<file path="config.mk">
export PLATFORM = sky130hd
export DESIGN_NAME = pwrup_wr_seq
export DESIGN_NICKNAME = d
export VERILOG_FILES = /design/src/rtl/pwrup_seq_pkg.sv /design/src/rtl/pwrup_usr_fifo.sv /design/src/rtl/pwrup_seq_ctrl.sv /design/src/rtl/pwrup_wr_seq.sv
export SDC_FILE = /design/constraint.sdc
export NUM_CORES = 1
export LEC_CHECK = 0
export BUFFER_PORTS_ARGS = -buffer_cell sky130_fd_sc_hd__buf_4
export CAP_MARGIN = 20
export CORE_MARGIN = 2
export CORE_UTILIZATION = 45
export CTS_CLUSTER_SIZE = 10
export DETAILED_ROUTE_END_ITERATION = 12
export PLACE_DENSITY = 0.65
export SYNTH_ARGS = -nofsm -noshare
export SYNTH_HDL_FRONTEND = slang
export SYNTH_SLANG_ARGS = --single-unit
</file>
<file path="constraint.sdc">
create_clock -name clk_i -period 8.2 [get_ports clk_i]
set_input_delay 1.23 -clock clk_i [delete_from_list [all_inputs] [get_ports clk_i]]
set_output_delay 1.23 -clock clk_i [all_outputs]
set_load 0.01 [all_outputs]
</file>
<file path="src/rtl/pwrup_seq_pkg.sv">
package pwrup_seq_pkg;
  localparam int ADDR_W = 12;
  localparam int DATA_W = 8;

  typedef enum logic [3:0] {
    ST_IDLE   = 4'd0,
    ST_SWRST  = 4'd1,
    ST_USER   = 4'd2,
    ST_AFE    = 4'd3,
    ST_TEST   = 4'd4,
    ST_OSC    = 4'd5,
    ST_CORE   = 4'd6,
    ST_MASTER = 4'd7,
    ST_OUTEN  = 4'd8,
    ST_SYNC   = 4'd9,
    ST_DONE   = 4'd10
  } seq_st_e;

  typedef struct packed {
    logic [ADDR_W-1:0] addr;
    logic [DATA_W-1:0] data;
  } wr_word_t;

  function automatic wr_word_t fixed_word(seq_st_e s);
    wr_word_t w;
    w = '0;
    case (s)
      ST_SWRST:  w = '{addr: 12'h010, data: 8'h01};
      ST_AFE:    w = '{addr: 12'h000, data: 8'h04};
      ST_TEST:   w = '{addr: 12'h0EA, data: 8'h60};
      ST_OSC:    w = '{addr: 12'h016, data: 8'h01};
      ST_CORE:   w = '{addr: 12'h015, data: 8'h01};
      ST_MASTER: w = '{addr: 12'h020, data: 8'h01};
      ST_OUTEN:  w = '{addr: 12'h011, data: 8'h01};
      ST_SYNC:   w = '{addr: 12'h013, data: 8'h01};
      default:   w = '0;
    endcase
    return w;
  endfunction

  function automatic seq_st_e fixed_next(seq_st_e s, logic master, logic sync);
    seq_st_e n;
    case (s)
      ST_SWRST:  n = ST_USER;
      ST_AFE:    n = ST_TEST;
      ST_TEST:   n = ST_OSC;
      ST_OSC:    n = ST_CORE;
      ST_CORE:   n = master ? ST_MASTER : ST_OUTEN;
      ST_MASTER: n = ST_OUTEN;
      ST_OUTEN:  n = (master && sync) ? ST_SYNC : ST_DONE;
      ST_SYNC:   n = ST_DONE;
      default:   n = s;
    endcase
    return n;
  endfunction
endpackage

</file>
<file path="src/rtl/pwrup_usr_fifo.sv">
module pwrup_usr_fifo #(
  parameter int DEPTH = 8,
  parameter int W     = 20
) (
  input  logic         clk_i,
  input  logic         rst_ni,
  input  logic         push_i,
  input  logic [W-1:0] push_data_i,
  input  logic         pop_i,
  output logic [W-1:0] head_o,
  output logic         empty_o,
  output logic         full_o
);
  localparam int PTR_W = (DEPTH > 1) ? $clog2(DEPTH) : 1;
  localparam int CNT_W = $clog2(DEPTH + 1);
  localparam logic [PTR_W-1:0] LAST = PTR_W'(DEPTH - 1);

  logic [W-1:0]     mem_q [DEPTH];
  logic [PTR_W-1:0] wr_ptr_q, rd_ptr_q;
  logic [CNT_W-1:0] cnt_q;
  logic             do_push, do_pop;

  assign full_o  = (cnt_q == CNT_W'(DEPTH));
  assign empty_o = (cnt_q == '0);
  assign head_o  = mem_q[rd_ptr_q];
  assign do_push = push_i && !full_o;
  assign do_pop  = pop_i && !empty_o;

  always_ff @(posedge clk_i) begin
    if (do_push) mem_q[wr_ptr_q] <= push_data_i;
  end

  always_ff @(posedge clk_i or negedge rst_ni) begin
    if (!rst_ni) begin
      wr_ptr_q <= '0;
      rd_ptr_q <= '0;
      cnt_q    <= '0;
    end else begin
      if (do_push) wr_ptr_q <= (wr_ptr_q == LAST) ? '0 : wr_ptr_q + PTR_W'(1);
      if (do_pop)  rd_ptr_q <= (rd_ptr_q == LAST) ? '0 : rd_ptr_q + PTR_W'(1);
      case ({do_push, do_pop})
        2'b10:   cnt_q <= cnt_q + CNT_W'(1);
        2'b01:   cnt_q <= cnt_q - CNT_W'(1);
        default: cnt_q <= cnt_q;
      endcase
    end
  end

  // occupancy never passes the depth
  a_r13_no_overflow: assert property (@(posedge clk_i) disable iff (!rst_ni)
    cnt_q <= CNT_W'(DEPTH));
  // a push into a full FIFO leaves the count unchanged unless popped
  a_r13_full_drop: assert property (@(posedge clk_i) disable iff (!rst_ni)
    (full_o && !pop_i) |=> full_o);
endmodule

</file>
<file path="src/rtl/pwrup_seq_ctrl.sv">
module pwrup_seq_ctrl
  import pwrup_seq_pkg::*;
#(
  parameter int                CNT_W        = 8,
  parameter logic [ADDR_W-1:0] MIN_USR_ADDR = 12'h020
) (
  input  logic              clk_i,
  input  logic              rst_ni,
  input  logic              master_i,
  input  logic              soft_sync_i,
  input  logic [CNT_W-1:0]  usr_cnt_i,
  input  wr_word_t          head_i,
  input  logic              head_vld_i,
  output logic              pop_o,
  output logic [ADDR_W-1:0] wr_addr_o,
  output logic [DATA_W-1:0] wr_data_o,
  output logic              wr_valid_o,
  input  logic              wr_ready_i,
  output logic              done_o,
  output logic [3:0]        step_o
);
  seq_st_e          state_q, state_d;
  logic             master_q, sync_q;
  logic [CNT_W-1:0] remain_q;
  logic             usr_pend, head_ok, fire;
  wr_word_t         word;

  always_comb begin
    usr_pend   = (state_q == ST_USER) && (remain_q != '0);
    head_ok    = head_vld_i && (head_i.addr >= MIN_USR_ADDR);
    word       = (state_q == ST_USER) ? head_i : fixed_word(state_q);
    wr_valid_o = (state_q == ST_USER) ? (usr_pend && head_ok)
                                      : !(state_q inside {ST_IDLE, ST_DONE});
    fire       = wr_valid_o && wr_ready_i;
    // low-address entries are dropped without a write
    pop_o      = usr_pend && head_vld_i && (!head_ok || wr_ready_i);
    state_d    = state_q;
    case (state_q)
      ST_IDLE: state_d = ST_SWRST;
      ST_USER: if (!usr_pend) state_d = ST_AFE;
      ST_DONE: state_d = ST_DONE;
      default: if (fire) state_d = fixed_next(state_q, master_q, sync_q);
    endcase
  end

  assign wr_addr_o = word.addr;
  assign wr_data_o = word.data;
  assign done_o    = (state_q == ST_DONE);
  assign step_o    = state_q;

  always_ff @(posedge clk_i or negedge rst_ni) begin
    if (!rst_ni) begin
      state_q  <= ST_IDLE;
      master_q <= 1'b0;
      sync_q   <= 1'b0;
      remain_q <= '0;
    end else begin
      state_q <= state_d;
      if (state_q == ST_IDLE) begin
        master_q <= master_i;
        sync_q   <= soft_sync_i;
        remain_q <= usr_cnt_i;
      end else if (pop_o) begin
        remain_q <= remain_q - CNT_W'(1);
      end
    end
  end

  // an unaccepted write holds address, data and strobe
  a_r9_hold_until_ready: assert property (@(posedge clk_i) disable iff (!rst_ni)
    (wr_valid_o && !wr_ready_i) |=> (wr_valid_o && $stable(wr_addr_o) && $stable(wr_data_o)));
  // done is sticky and silences the port
  a_r11_done_sticky: assert property (@(posedge clk_i) disable iff (!rst_ni)
    done_o |=> done_o);
  a_r11_quiet_after_done: assert property (@(posedge clk_i) disable iff (!rst_ni)
    done_o |-> !wr_valid_o);
  // no user write below the timing address window
  a_r4_user_addr_window: assert property (@(posedge clk_i) disable iff (!rst_ni)
    (wr_valid_o && step_o == 4'd2) |-> (wr_addr_o >= MIN_USR_ADDR));
  // slave mode never reaches the master-select step
  a_r6_slave_skips_master: assert property (@(posedge clk_i) disable iff (!rst_ni)
    (step_o == 4'd6 && !master_q && fire) |=> (step_o == 4'd8));
  // the sync step only follows the output-enable step in master mode
  a_r8_sync_only_master: assert property (@(posedge clk_i) disable iff (!rst_ni)
    (step_o == 4'd9) |-> (master_q && sync_q));
  // no strobe while waiting on an empty FIFO
  a_r10_wait_empty: assert property (@(posedge clk_i) disable iff (!rst_ni)
    (step_o == 4'd2 && !head_vld_i) |-> !wr_valid_o);
endmodule

</file>
<file path="src/rtl/pwrup_wr_seq.sv">
module pwrup_wr_seq
  import pwrup_seq_pkg::*;
#(
  parameter int FIFO_DEPTH = 8,
  parameter int CNT_W      = 8
) (
  input  logic              clk_i,
  input  logic              rst_ni,
  input  logic              master_i,
  input  logic              soft_sync_i,
  input  logic [CNT_W-1:0]  usr_cnt_i,
  input  logic              usr_wr_i,
  input  logic [ADDR_W-1:0] usr_addr_i,
  input  logic [DATA_W-1:0] usr_data_i,
  output logic              usr_full_o,
  output logic [ADDR_W-1:0] wr_addr_o,
  output logic [DATA_W-1:0] wr_data_o,
  output logic              wr_valid_o,
  input  logic              wr_ready_i,
  output logic              done_o,
  output logic [3:0]        step_o
);
  localparam int WORD_W = $bits(wr_word_t);

  wr_word_t push_word, head;
  logic     fifo_empty, pop;

  assign push_word = '{addr: usr_addr_i, data: usr_data_i};

  pwrup_usr_fifo #(
    .DEPTH (FIFO_DEPTH),
    .W     (WORD_W)
  ) u_fifo (
    .clk_i       (clk_i),
    .rst_ni      (rst_ni),
    .push_i      (usr_wr_i),
    .push_data_i (push_word),
    .pop_i       (pop),
    .head_o      (head),
    .empty_o     (fifo_empty),
    .full_o      (usr_full_o)
  );

  pwrup_seq_ctrl #(
    .CNT_W (CNT_W)
  ) u_ctrl (
    .clk_i       (clk_i),
    .rst_ni      (rst_ni),
    .master_i    (master_i),
    .soft_sync_i (soft_sync_i),
    .usr_cnt_i   (usr_cnt_i),
    .head_i      (head),
    .head_vld_i  (!fifo_empty),
    .pop_o       (pop),
    .wr_addr_o   (wr_addr_o),
    .wr_data_o   (wr_data_o),
    .wr_valid_o  (wr_valid_o),
    .wr_ready_i  (wr_ready_i),
    .done_o      (done_o),
    .step_o      (step_o)
  );
endmodule

</file>
# ---- Word level (Yosys, flattened, before mapping)
# Memory sizes are Yosys's and may differ from the RTL's.
# Cells that the tools add are included.
dict set report totals {
  reg_bits 24
  latchBits 0
  ram_bits 160
  rom_bits 192
  mem_count 2
}
# memory words word_bits read_ports rd_clocked_by_memory_dff wr line
set mem_list {}
lappend mem_list {{(no name shown)} 16 12 1 0 0 pwrup_seq_pkg.sv:27} ;# case (s)
lappend mem_list {u_fifo.mem_q 8 20 1 0 1 pwrup_usr_fifo.sv:18} ;# logic [W-1:0] mem_q [DEPTH];
dict set report op_classes {
  add_sub_neg 5
  multipliers 0
  div_mod_pow 0
  order_cmp 1
  n_eq_ne 16
  shift 0
  muxes 15
  n_bitwise 0
  reduce_logical 23
}
# cell n
set op_table {}
lappend op_table {{one-hot mux 4 bit (8 select lines)} 1}
lappend op_table {{two-way mux 20 bit} 1}
lappend op_table {{== test 4 x 3 -> 1 bit (second input constant)} 4}
lappend op_table {{== test 4 bit (second input constant)} 4}
lappend op_table {{two-way mux 8 bit} 2}
lappend op_table {{greater-or-equal comparator 12 x 6 -> 1 bit (second input constant)} 1}
lappend op_table {{two-way mux 4 bit} 3}
lappend op_table {{one-hot mux 4 bit (3 select lines)} 1}
lappend op_table {{nonzero test 11 bit} 1}
lappend op_table {{logical AND 1 bit} 9}
lappend op_table {{== test 4 x 2 -> 1 bit (second input constant)} 2}
lappend op_table {{logical NOT 4 bit} 2}
lappend op_table {{one-hot mux 4 bit (2 select lines)} 1}
lappend op_table {{nonzero test 8 bit} 1}
lappend op_table {{subtractor 8 x 1 -> 8 bit (second input constant)} 1}
lappend op_table {{adder 3 x 1 -> 3 bit (second input constant)} 2}
lappend op_table {{== test 3 bit (second input constant)} 2}
lappend op_table {{two-way mux 3 bit} 2}
lappend op_table {{nonzero test 2 bit} 3}
lappend op_table {{adder 4 x 1 -> 4 bit (second input constant)} 1}
lappend op_table {{== test 4 x 1 -> 1 bit (second input constant)} 1}
lappend op_table {{logical NOT 1 bit} 4}
lappend op_table {{nonzero test 4 bit} 1}
lappend op_table {{subtractor 4 x 1 -> 4 bit (second input constant)} 1}
lappend op_table {{other kinds (7)} 9}

# ---- Longest topological paths before layout
# Gate-level depths: netlist of the first run.
dict set report logic_depth {
  depth_word 9
  depth_mapped 15
}

# ---- Hierarchy
# From an unflattened synthesis of the first run, not the netlist that was laid out.
dict set report unflattened {
  cells_unflattened 471
  area_unflattened_um2 8192.9
}
# mod n_inst cells_per_inst area_each_um2 seq_area_each_um2
set modules_own_cells {}
lappend modules_own_cells {pwrup_usr_fifo 1 300 6845.3 5054.8}
lappend modules_own_cells {pwrup_seq_ctrl 1 170 1343.8 350.3}
lappend modules_own_cells {pwrup_wr_seq 1 1 3.8 0.0}

# ---- Least setup slack after synthesis of the first run
# OpenSTA, ideal clock, no wires.
dict set report synth_timing {
  kind {input to register}
  start {in usr_wr_i}
  end {mem u_fifo.mem_q[0][0] (enable)}
  t_arrival_ps 3362
  setup_slack_ps 4390
  cell_stages 2
  n_path_buf 0
  cell_sequence {nand2_1 nor4_1}
}
dict set report synth_via {
  elab_chain_cells 3
}
# item line
set synth_rtl {}
lappend synth_rtl {{from (decl)} pwrup_wr_seq.sv:12} ;# input logic usr_wr_i,
lappend synth_rtl {{logical AND 1 bit} pwrup_usr_fifo.sv:26} ;# assign do_push = push_i && !full_o;
lappend synth_rtl {{two-way mux 1 bit} pwrup_usr_fifo.sv:30} ;# if (do_push) mem_q[wr_ptr_q] <= push_data_i;
lappend synth_rtl {{two-way mux 1 bit (not written as such)} pwrup_usr_fifo.sv:30}
lappend synth_rtl {{to (decl)} pwrup_usr_fifo.sv:18}
# Every way passes these cells.

# ---- Final worst setup path of the first run
dict set report layout_timing {
  start {reg u_fifo.rd_ptr_q[0]}
  end {out wr_valid_o}
}
dict set report layout_via {
  elab_chain_cells 5
}
# item line
set layout_rtl {}
lappend layout_rtl {{from (decl)} pwrup_usr_fifo.sv:19} ;# logic [PTR_W-1:0] wr_ptr_q, rd_ptr_q;
lappend layout_rtl {{from (signal assigned)} pwrup_usr_fifo.sv:40} ;# if (do_pop) rd_ptr_q <= (rd_ptr_q == LAST) ? '0 : rd_ptr_q + PTR_W'(1);
lappend layout_rtl {{memory (8 x 20 bit)} n/a}
lappend layout_rtl {{greater-or-equal comparator 12 x 6 -> 1 bit} pwrup_seq_ctrl.sv:30} ;# head_ok = head_vld_i && (head_i.addr >= MIN_USR_ADDR);
lappend layout_rtl {{logical AND 1 bit} pwrup_seq_ctrl.sv:30}
lappend layout_rtl {{logical AND 1 bit} pwrup_seq_ctrl.sv:32} ;# wr_valid_o = (state_q == ST_USER) ? (usr_pend && head_ok)
lappend layout_rtl {{two-way mux 1 bit} pwrup_seq_ctrl.sv:32}
lappend layout_rtl {{to (decl)} pwrup_wr_seq.sv:18} ;# output logic wr_valid_o,
# Every way passes these cells.

==> impl_summary.txt, run 1 <==
----------------------------------------------------
[Status]
  Run status ... complete, no violations

[Place]
  Detailed placer's ending HPWL ... 9690 um
  Port bufs ... 60
  Weighted congestion reported at the end of routability-driven placement ... 0.869
  Placement-stage worst setup slack ... 3.90 ns
  Total placed cells including tap cells ... 752

[Detailed routing]
  Drt first pass iters ... 4
  Via count of the routed design ... 4471
  Vias per Instance ... 5.70
  Remaining antenna violation count after routing ... 0
  Routed WL per cell ... 20.5 um
  DRC violation total after the first TritonRoute iteration ... 291
  Post-Route WL ... 16100 um
  Post-detailed-route DRC marker count ... 0

[Hold path]
  Worst hold path class ... reg2reg

[Synth]
  Summed instance area of the synthesized netlist ... 0.00791 mm^2
  Gate count of the mapped netlist ... 478
  Synthesis-stage register bit count ... 184
  Number of synthesis warnings ... 0
  Post-Synthesis Net Count ... 526
  Area share of the leading cell type in the synthesized netlist ... 60.7%
  Number of distinct standard cells referenced by the synthesized netlist ... 55
  Most repeated cell in the gate-level netlist after synthesis ... sky130_fd_sc_hd__edfxtp_1
  Syn avg cell area ... 16.5 um^2
  Area leader, netlist ... sky130_fd_sc_hd__edfxtp_1
  Sequential cell area fraction in the yosys report ... 68.3%
  Leading post-synthesis cells by cell area ... sky130_fd_sc_hd__edfxtp_1 (61%), sky130_fd_sc_hd__mux4_2 (9.7%), sky130_fd_sc_hd__dfrtp_1 (7.6%), sky130_fd_sc_hd__mux2i_1 (2.9%), sky130_fd_sc_hd__ha_1 (2.1%)
  Post-synth EDFFs ... 160
  Synth top cells by count ... sky130_fd_sc_hd__edfxtp_1 (160), sky130_fd_sc_hd__mux4_2 (34), sky130_fd_sc_hd__nor2_1 (25), sky130_fd_sc_hd__dfrtp_1 (24), sky130_fd_sc_hd__mux2i_1 (23)
  Proportion of synthesized flip-flops having asynchronous set or reset ... 13.0%
  Most common flop cell mapped by yosys ... sky130_fd_sc_hd__edfxtp_1

[Run]
  Max capacitance violation total ... 0

[Global routing]
  Vias in the first global route ... 4550
  Remaining global-route overflow ... 0
  Wire length of the first global-routing pass ... 25200 um
  Met3 demand-to-capacity share in global routing ... 4.33%
  Antenna violations before repair ... 0
  Met1 global-route usage ... 23.7%
  Global-route met2 utilization ... 31.6%
  Maximum number of pins on one net before global-route repair ... 45
  Total global-route track usage ... 18.6%
  Routing layer with the top usage in global route ... met2

[STA]
  Maximum clock frequency ... 0.226 GHz
  Number of max-slew violations in the final report ... 0
  Number of setup violations in the final report ... 0
  Clock period minus worst slack ... 4.43 ns
  Slew margin rel. ... 37.0%
  Aggregate negative setup slack ... 0 ns
  Period utilization ... 54.0%
  Setup WS post-layout ... 3.77 ns
  Final Hold Violating Endpoints ... 0
  Slew @ Worst Pin ... 0.944 ns
  Unrepaired setup endpoints after global routing ... no
  Clock skew after layout ... 0.0132 ns

[Clocking]
  Clk Latency, worst-skew pair ... 0.43 ns
  TritonCTS clock tree ... done
  CTS Root Buffer Type ... sky130_fd_sc_hd__clkbuf_16
  TritonCTS Buffers ... 17
  Cts-stage hold buffer count ... 0
  H-tree Lvls ... 4
  Clock Sink Count ... 184
  Buffers inserted by post-CTS timing repair ... 0
  Buffer depth of the longest clock path ... 2
  Clock slew at reported path FFs ... 0.07 ns
  Count of cells resized by post-cts repair ... 0

[Floorplan]
  Num rows ... 48
  Core Region ... 0.0172 mm^2
  Die Y ... 137 um
  Initial Utilization ... 45.9%
  Horizontal extent of the die ... 137 um
  Die area ... 0.0187 mm^2
  Top-level port count ... 61

[Pwr]
  Peak supply drop ... 0.000178 V
  Power density normalized to cell area ... 354 mW/mm^2
  Cell leakage power ... 3.30 nW

[Worst setup path]
  Destination of the worst register-to-register timing path ... u_fifo.cnt_q[3]
  Required time of the critical path ... 6.97 ns
  WP data arrival ... 3.20 ns
  Critical Path Sink ... wr_valid_o
  Critical register-to-register path startpoint ... u_fifo.rd_ptr_q[0]
  CP startpoint ... u_fifo.rd_ptr_q[0]
  Crit. End Element ... output port
  Worst R2R Path Depth ... 13
  Startpoint type of the worst setup path ... flop
  Critical path type ... reg2out
  Maximum net fanout on the critical path ... 44
  Internal reg-to-reg setup slack ... 3.96 ns

[Layout]
  Fraction of final layout cells with drive strength greater than 1 ... 28.3%
  Core Util, Final ... 53.8%
  Ant. Diodes ... 0
  Total Nets Final ... 594
  Post-synthesis to final-layout area growth ... 17.3%
  Non-filler cells, final ... 784

----------------------------------------------------
[how the worst min path moves through the flow]
| stage | start | end | slack [ns] | cells past startpoint |
|---|---|---|---|---|
| after CTS | u_fifo.cnt_q[3] | u_fifo.cnt_q[3] | 0.51 | 1 |
| after global routing | u_fifo.cnt_q[3] | u_fifo.cnt_q[3] | 0.52 | 1 |
| after detailed placement | u_fifo.cnt_q[3] | u_fifo.cnt_q[3] | 0.50 | 1 |
| final | u_fifo.cnt_q[3] | u_fifo.cnt_q[3] | 0.51 | 1 |
| after floorplan | u_ctrl.sync_q | u_ctrl.sync_q | 0.45 | 2 |
| after global placement | u_ctrl.sync_q | u_ctrl.sync_q | 0.47 | 2 |
[flip-flops by register name (all words and copies together) (netlist names)]
register and cells:
u_fifo.mem_q 160, u_ctrl.remain_q 8, u_ctrl.step_o 4, u_fifo.cnt_q 4
u_fifo.rd_ptr_q 3, u_fifo.wr_ptr_q 3, u_ctrl.master_q 1, u_ctrl.sync_q 1
[area by class of cell]
type                            instances  area (um^2)
Multi-Input combinational cell        256         2370
Inverter                               16         60.1
Sequential cell                       184         5410
Timing Repair Buffer                   71          533
Tap cell                              225          282
Clock buffer                           17          425
Clock inverter                         15          196
Fill cell                            1380         7960
[metal layers]
layer,share of wire [%],wire length (um),vias to the layer above
li1,-,-,2042
met1,42,6820,2290
met2,51,8180,125
met3,5.4,874,14
met4,1.2,199,0
met5,0,0,-
[critical path, cell delays in order (launching register included)]
cell                      delay (ns)
sky130_fd_sc_hd__dfrtp_2        0.39
sky130_fd_sc_hd__buf_4          0.65
sky130_fd_sc_hd__mux4_1         0.63
sky130_fd_sc_hd__mux2i_1        0.19
sky130_fd_sc_hd__nand4_1        0.26
sky130_fd_sc_hd__nor4_1         0.32
sky130_fd_sc_hd__o22ai_1        0.14
sky130_fd_sc_hd__buf_4          0.16
[power breakdown]
group          switching, mW  internal [mW]  leakage, nW
registers              0.108           1.20         1.73
logic                  0.630          0.524         1.26
clock network          0.384          0.442        0.299
[placed cells by master, fill, tap and decap left out, drive strengths merged, types with 6 or more instances in the layout]
cell    instances
edfxtp        160
buf            71
mux4           36
nor2           26
dfrtp          24
mux2i          23
inv            23
nand2          21
o21ai          17
clkbuf         17
a21oi          15
ha             13
nor3           10
nand2b          8
nor2b           8
mux2            6
a31oi           6
clkinv          6
[cell families (layout without fill, tap and decap cells)]
logic type	Yosys count	count (layout)	synth area share (%)
muxes	65	65	14.1
buffers and inverters	38	119	2.07
and+or+nand+nor	100	100	6.36
DFF	184	184	68.3
AOI/OAI and AO/OA	73	73	6.36
adders and majority gates	14	14	2.31
xor gates and xnor gates	4	4	0.443
[per-stage QoR]
stage | hold WS (ns) | cell area (um^2) | total power [mW]
CTS | 0.510 | 9280 | 3.32
global placement | 0.466 | 8650 | 2.46
global route | 0.523 | 9280 | 3.48
detailed placement | 0.496 | 8650 | 2.49
finish | 0.507 | 9280 | 3.29
floorplan | 0.446 | 7910 | 2.12
(Power assumes the default switching activity.)
==> run 2, diff against run 1 <==
- clock period: 8.2 -> 4.4 ns (I/O delays scaled with it)
==> impl_summary.txt, run 2 (synthesis results as in run 1) <==
----------------------------------------------------
[STA]
  Period utilization ... 90.3%
  Clock period minus worst slack ... 3.98 ns
  Number of setup violations in the final report ... 0 (unchanged)
  Maximum clock frequency ... 0.252 GHz
  Clock skew after layout ... 0.00961 ns (-0.00355 ns)
  Slew margin rel. ... 36.5% (-0.43 points)
  Final-layout worst hold slack ... 0.129 ns (-0.379 ns)
  Aggregate negative setup slack ... 0 ns (unchanged)
  Slew @ Worst Pin ... 0.940 ns (-0.00374 ns)
  Final Hold Violating Endpoints ... 0 (unchanged)
  Unrepaired setup endpoints after global routing ... no
  Number of max-slew violations in the final report ... 0 (unchanged)

[Layout]
  Sequential cell area ... 0.00541 mm^2 (unchanged)
  Fraction of final layout cells with drive strength greater than 1 ... 28.1% (-0.13 points)
  Top Registers ... u_fifo.mem_q (160), u_ctrl.remain_q (8)
  Commonest cells after routing, fill and taps aside ... sky130_fd_sc_hd__edfxtp_1 (160), sky130_fd_sc_hd__buf_4 (71), sky130_fd_sc_hd__mux4_2 (34)
  Post-synthesis to final-layout area growth ... 17.0%
  Largest register by flop count ... u_fifo.mem_q
  Fill cell instance count of the final layout ... 1364 (-1.2%)
  Ant. Diodes ... 0 (unchanged)
  Most common cell after layout, fill and taps aside ... sky130_fd_sc_hd__edfxtp_1
  Max FFs per register ... 160 (unchanged)
  Area occupied by multi-input gates ... 0.00238 mm^2 (+0.42%)
  Total Nets Final ... 594 (unchanged)

[Worst setup path]
  Maximum net fanout on the critical path ... 29 (-34%)
  Critical-path cell with the highest stage delay ... sky130_fd_sc_hd__dfrtp_2
  Startpoint type of the worst setup path ... flop
  WP data arrival ... 4.29 ns (+1.09 ns)
  Top cell family by delay on the critical path ... compound AO/OA/AOI/OAI gates
  Most used cell, CP ... sky130_fd_sc_hd__ha_1
  Count of buffering cells on the critical path with inverters included ... 1 (-1)
  Crit. End Element ... flop
  Cells along the critical path ... buf_4, nor2b_1, a221o_1, o41a_4, nor2_2, ha_1, ha_1, a21o_1, a21oi_1, xnor2_1, nor2_1, xor2_1
  Critical path type ... reg2reg
  Required time of the critical path ... 4.71 ns (-2.26 ns)
  Delay of the slowest cell on the worst path ... 0.75 ns (+0.10 ns)

[Global routing]
  Maximum number of pins on one net before global-route repair ... 30 (-33%)
  Wire length of the first global-routing pass ... 25400 um (+0.60%)
  Antenna violations before repair ... 0 (unchanged)
  Total global-route track usage ... 18.6% (+0.041 points)
  Remaining global-route overflow ... 0 (unchanged)
  Vias in the first global route ... 4591 (+0.90%)

[Status]
  Run status ... complete, no violations

[Detailed routing]
  Remaining antenna violation count after routing ... 0 (unchanged)
  Post-Route WL ... 16300 um (+1.3%)
  Vias per Instance ... 5.72 (+0.33%)
  DRC violation total after the first TritonRoute iteration ... 323 (+11%)
  Via count of the routed design ... 4480 (+0.20%)
  Post-detailed-route DRC marker count ... 0 (unchanged)
  Drt first pass iters ... 5 (+1)
  Routed WL per cell ... 20.8 um (+1.4%)

[Pwr]
  Peak supply drop ... 0.000318 V (+79%)
  Power density normalized to cell area ... 660 mW/mm^2 (+86%)
  Cell leakage power ... 3.28 nW (-0.55%)

[Place]
  Weighted congestion reported at the end of routability-driven placement ... 0.872 (+0.29%)
  Port bufs ... 60 (unchanged)
  Detailed placer's ending HPWL ... 9970 um (+2.9%)

[Floorplan]
  Num rows ... 48 (unchanged)
  Initial Utilization ... 45.9% (unchanged)
  Die Y ... 137 um (unchanged)
  Die area ... 0.0187 mm^2 (unchanged)
  Core Region ... 0.0172 mm^2 (unchanged)
  Horizontal extent of the die ... 137 um (unchanged)
  Top-level port count ... 61 (unchanged)

[Clocking]
  Count of cells resized by post-cts repair ... 0 (unchanged)
  CTS Root Buffer Type ... sky130_fd_sc_hd__clkbuf_16
  H-tree Lvls ... 4 (unchanged)
  Buffer depth of the longest clock path ... 2 (unchanged)
  TritonCTS clock tree ... done
  Clock slew at reported path FFs ... 0.07 ns (about the same)
  Clock Sink Count ... 184 (unchanged)
  TritonCTS Buffers ... 17 (unchanged)
  Cts-stage hold buffer count ... 0 (unchanged)
  Buffers inserted by post-CTS timing repair ... 0 (unchanged)
  Clk Latency, worst-skew pair ... 0.43 ns (about the same)

[Hold path]
  Worst hold path class ... in2async

[Run]
  Max capacitance violation total ... 0 (unchanged)

----------------------------------------------------
==> run 2: final timing paths <==
kind | cells after the start | startpoint | slack, ns | end
setup / recovery | 12 | u_fifo.rd_ptr_q[0] | 0.42 | u_fifo.cnt_q[3]
hold / removal | 1 | rst_ni | 0.13 | u_ctrl.remain_q[2]
setup reg to reg | 12 | u_fifo.rd_ptr_q[0] | 0.42 | u_fifo.cnt_q[3]
hold reg to reg | 2 | u_ctrl.sync_q | 0.51 | u_ctrl.sync_q
max in group asynchronous | 1 | rst_ni | 4.00 | u_fifo.rd_ptr_q[0]
min in group clk_i | 3 | master_i | 0.42 | u_ctrl.master_q
==> run 2: final cells by class <==
type,count,share of cell area [%]
clock buffer,17,4.60
clock inverter,14,1.73
inverter,16,0.649
multi-input combinational,256,25.8
sequential,184,58.4
tap,225,3.04
timing repair buffer,71,5.76
==> run 2: per-layer routing <==
metal  routed length (um)  track usage [%]  vias up
met2                 8290             31.8      160
met5                    0                0        -
met1                 6990             24.3     2260
met4                   95             3.99        0
li1                     -                -     2050
met3                  907             4.44       10
==> run 2: stage by stage <==
stage               instances  setup slack [ns]  cell area (um^2)  util (%)  power, mW
detailed placement        752             0.363              8660      50.3       4.66
floorplan                 478              1.16              7910         -       3.96
CTS                       783             0.362              9250      53.7       6.16
finish                    783             0.425              9250      53.7       6.11
global route              783            0.0607              9250      53.7       6.44
global placement          752             0.446              8660      50.3       4.58
==> run 2: power breakdown <==
part / internal [mW] / switching (mW)
Combinational: 0.980 / 1.13
Clock: 0.803 / 0.694
Sequential: 2.23 / 0.270
Total: 4.02 / 2.09
==> run 3, diff against run 2 <==
- BUFFER_PORTS_ARGS: -buffer_cell sky130_fd_sc_hd__buf_4 -> -buffer_cell sky130_fd_sc_hd__buf_2
- PLACE_DENSITY: 0.65 -> 0.67
- SLEW_MARGIN: not set -> 30
==> impl_summary.txt, run 3 (synthesis results as in run 1) <==
----------------------------------------------------
[Status]
  Run status ... complete, no violations

[Clocking]
  CTS Root Buffer Type ... sky130_fd_sc_hd__clkbuf_16
  TritonCTS clock tree ... done
  TritonCTS Buffers ... 17 (unchanged)
  H-tree Lvls ... 4 (unchanged)
  Buffer depth of the longest clock path ... 2 (unchanged)
  Clock slew at reported path FFs ... 0.06 ns (about the same)
  Clock Sink Count ... 184 (unchanged)
  Buffers inserted by post-CTS timing repair ... 0 (unchanged)
  Cts-stage hold buffer count ... 0 (unchanged)
  Clk Latency, worst-skew pair ... 0.43 ns (about the same)
  Count of cells resized by post-cts repair ... 0 (unchanged)

[STA]
  Slew @ Worst Pin ... 0.995 ns (+0.0550 ns)
  Slew margin rel. ... 32.8% (-3.7 points)
  Final Hold Violating Endpoints ... 0 (unchanged)
  Clock period minus worst slack ... 3.98 ns (+0.00429 ns)
  Period utilization ... 90.4% (+0.098 points)
  Clock skew after layout ... 0.00782 ns (-0.00179 ns)
  Aggregate negative setup slack ... 0 ns (unchanged)
  Maximum clock frequency ... 0.251 GHz (-0.11%)
  Number of max-slew violations in the final report ... 0 (unchanged)
  Unrepaired setup endpoints after global routing ... no
  Number of setup violations in the final report ... 0 (unchanged)

[Place]
  Weighted congestion reported at the end of routability-driven placement ... 0.879 (+0.85%)
  Total placed cells including tap cells ... 755 (+0.40%)
  Detailed placer's ending HPWL ... 10100 um (+1.7%)
  Port bufs ... 60 (unchanged)

[Pwr]
  Power density normalized to cell area ... 659 mW/mm^2 (-0.21%)
  Cell leakage power ... 3.26 nW (-0.60%)
  Peak supply drop ... 0.000333 V (+4.6%)

[Detailed routing]
  Remaining antenna violation count after routing ... 0 (unchanged)
  Post-Route WL ... 16300 um (+0.34%)
  Post-detailed-route DRC marker count ... 0 (unchanged)
  Routed WL per cell ... 20.8 um (-0.17%)
  Vias per Instance ... 5.73 (+0.20%)
  Via count of the routed design ... 4512 (+0.71%)
  DRC violation total after the first TritonRoute iteration ... 343 (+6.2%)
  Drt first pass iters ... 7 (+2)

[Worst setup path]
  Critical path type ... reg2reg
  Critical-path cell with the highest stage delay ... sky130_fd_sc_hd__dfrtp_2
  Required time of the critical path ... 4.71 ns (about the same)
  Startpoint type of the worst setup path ... flop
  Cells along the critical path ... mux4_1, mux2i_1, nand4_1, o41a_4, nor2_2, ha_1, ha_1, a21o_1, a21oi_1, xnor2_1, nor2_1, xor2_1
  WP data arrival ... 4.29 ns (about the same)
  Delay of the slowest cell on the worst path ... 0.81 ns (+0.06 ns)
  Crit. End Element ... flop
  Maximum net fanout on the critical path ... 24 (-17%)
  Most used cell, CP ... sky130_fd_sc_hd__ha_1

[Layout]
  Ant. Diodes ... 0 (unchanged)
  Total Nets Final ... 597 (+0.51%)
  Fraction of final layout cells with drive strength greater than 1 ... 28.1% (about the same)
  Commonest cells after routing, fill and taps aside ... sky130_fd_sc_hd__edfxtp_1 (160), sky130_fd_sc_hd__buf_2 (60), sky130_fd_sc_hd__mux4_2 (34)
  Core Util, Final ... 52.8% (-0.91 points)
  Sequential cell area ... 0.00541 mm^2 (unchanged)
  Non-filler cells, final ... 787 (+0.51%)
  Max FFs per register ... 160 (unchanged)
  Top Registers ... u_fifo.mem_q (160), u_ctrl.remain_q (8)
  Most common cell after layout, fill and taps aside ... sky130_fd_sc_hd__edfxtp_1
  Fill cell instance count of the final layout ... 1405 (+3.0%)
  Post-synthesis to final-layout area growth ... 15.0%
  Area occupied by multi-input gates ... 0.00237 mm^2 (-0.42%)
  Largest register by flop count ... u_fifo.mem_q

[Floorplan]
  Num rows ... 48 (unchanged)
  Die Y ... 137 um (unchanged)
  Horizontal extent of the die ... 137 um (unchanged)
  Initial Utilization ... 45.9% (unchanged)
  Die area ... 0.0187 mm^2 (unchanged)
  Top-level port count ... 61 (unchanged)
  Core Region ... 0.0172 mm^2 (unchanged)

[Global routing]
  Wire length of the first global-routing pass ... 25400 um (about the same)
  Antenna violations before repair ... 1 (+1)
  Remaining global-route overflow ... 0 (unchanged)
  Maximum number of pins on one net before global-route repair ... 25 (-17%)
  Total global-route track usage ... 18.7% (+0.12 points)
  Vias in the first global route ... 4605 (+0.30%)

[Hold path]
  Worst hold path class ... in2async

[Run]
  Max capacitance violation total ... 0 (unchanged)

----------------------------------------------------
[run 3: cell types whose count changed in the layout (fill, tap and decap cells not counted), moves of 2 or more]
cell / before / now
sky130_fd_sc_hd__clkinv_8: 2 / 0
sky130_fd_sc_hd__nor2_2: 2 / 4
sky130_fd_sc_hd__clkinv_1: 0 / 2
sky130_fd_sc_hd__buf_4: 71 / 14
sky130_fd_sc_hd__nor2_4: 2 / 0
sky130_fd_sc_hd__buf_2: 0 / 60
sky130_fd_sc_hd__clkinvlp_4: 2 / 0
[run 3: critical path: cells and delay by family (launching register included)]
kind / cells / cell delay (ns)
muxes: 2 / 0.85
AOI/OAI and AO/OA: 3 / 0.83
DFF: 1 / 0.81
and+or+nand+nor: 3 / 0.59
adders and majority gates: 2 / 0.50
xor gates and xnor gates: 2 / 0.27
[run 3: final timing paths]
check / startpoint / to / slack [ns] / depth (start not counted)
setup / recovery: u_fifo.rd_ptr_q[0] / u_fifo.cnt_q[3] / 0.42 / 12
hold / removal: rst_ni / u_ctrl.remain_q[6] / 0.22 / 1
max in group asynchronous: rst_ni / u_fifo.rd_ptr_q[0] / 3.77 / 1
min in group clk_i: master_i / u_ctrl.master_q / 0.44 / 3
setup reg to reg: u_fifo.rd_ptr_q[0] / u_fifo.cnt_q[3] / 0.42 / 12
hold reg to reg: u_fifo.cnt_q[3] / u_fifo.cnt_q[3] / 0.51 / 1
[run 3: through the flow]
step	hold WS (ns)	power [mW]	setup slack, ns	area (um^2)
final	0.220	5.99	0.420	9090
after global routing	0.249	6.33	0.127	9090
after CTS	0.236	6.04	0.390	9090
after detailed placement	0.497	4.57	0.397	8530
after global placement	0.470	4.51	0.521	8530
after floorplan	0.364	3.96	1.16	7910
[run 3: routing by layer]
| metal | vias to the layer above | part of all wire, % | track usage (%) |
|---|---|---|---|
| met5 | - | 0.080 | 0 |
| met1 | 2308 | 41 | 24.0 |
| met3 | 14 | 6.4 | 5.30 |
| li1 | 2050 | - | - |
| met2 | 138 | 52 | 31.8 |
| met4 | 2 | 0.52 | 4.40 |
[run 3: layout make-up]
class / instances / area share [%]
tap: 225 / 3.10
timing repair buffer: 74 / 4.46
sequential: 184 / 59.5
inverter: 16 / 0.661
multi-input combinational: 256 / 26.1
clock inverter: 14 / 1.50
clock buffer: 18 / 4.72
[run 3: report_power, final]
| part | total [mW] | internal (mW) | leakage, nW | switching [mW] |
|---|---|---|---|---|
| Sequential | 2.52 | 2.23 | 1.73 | 0.289 |
| Combinational | 2.00 | 0.920 | 1.24 | 1.08 |
| Clock | 1.47 | 0.797 | 0.282 | 0.668 |
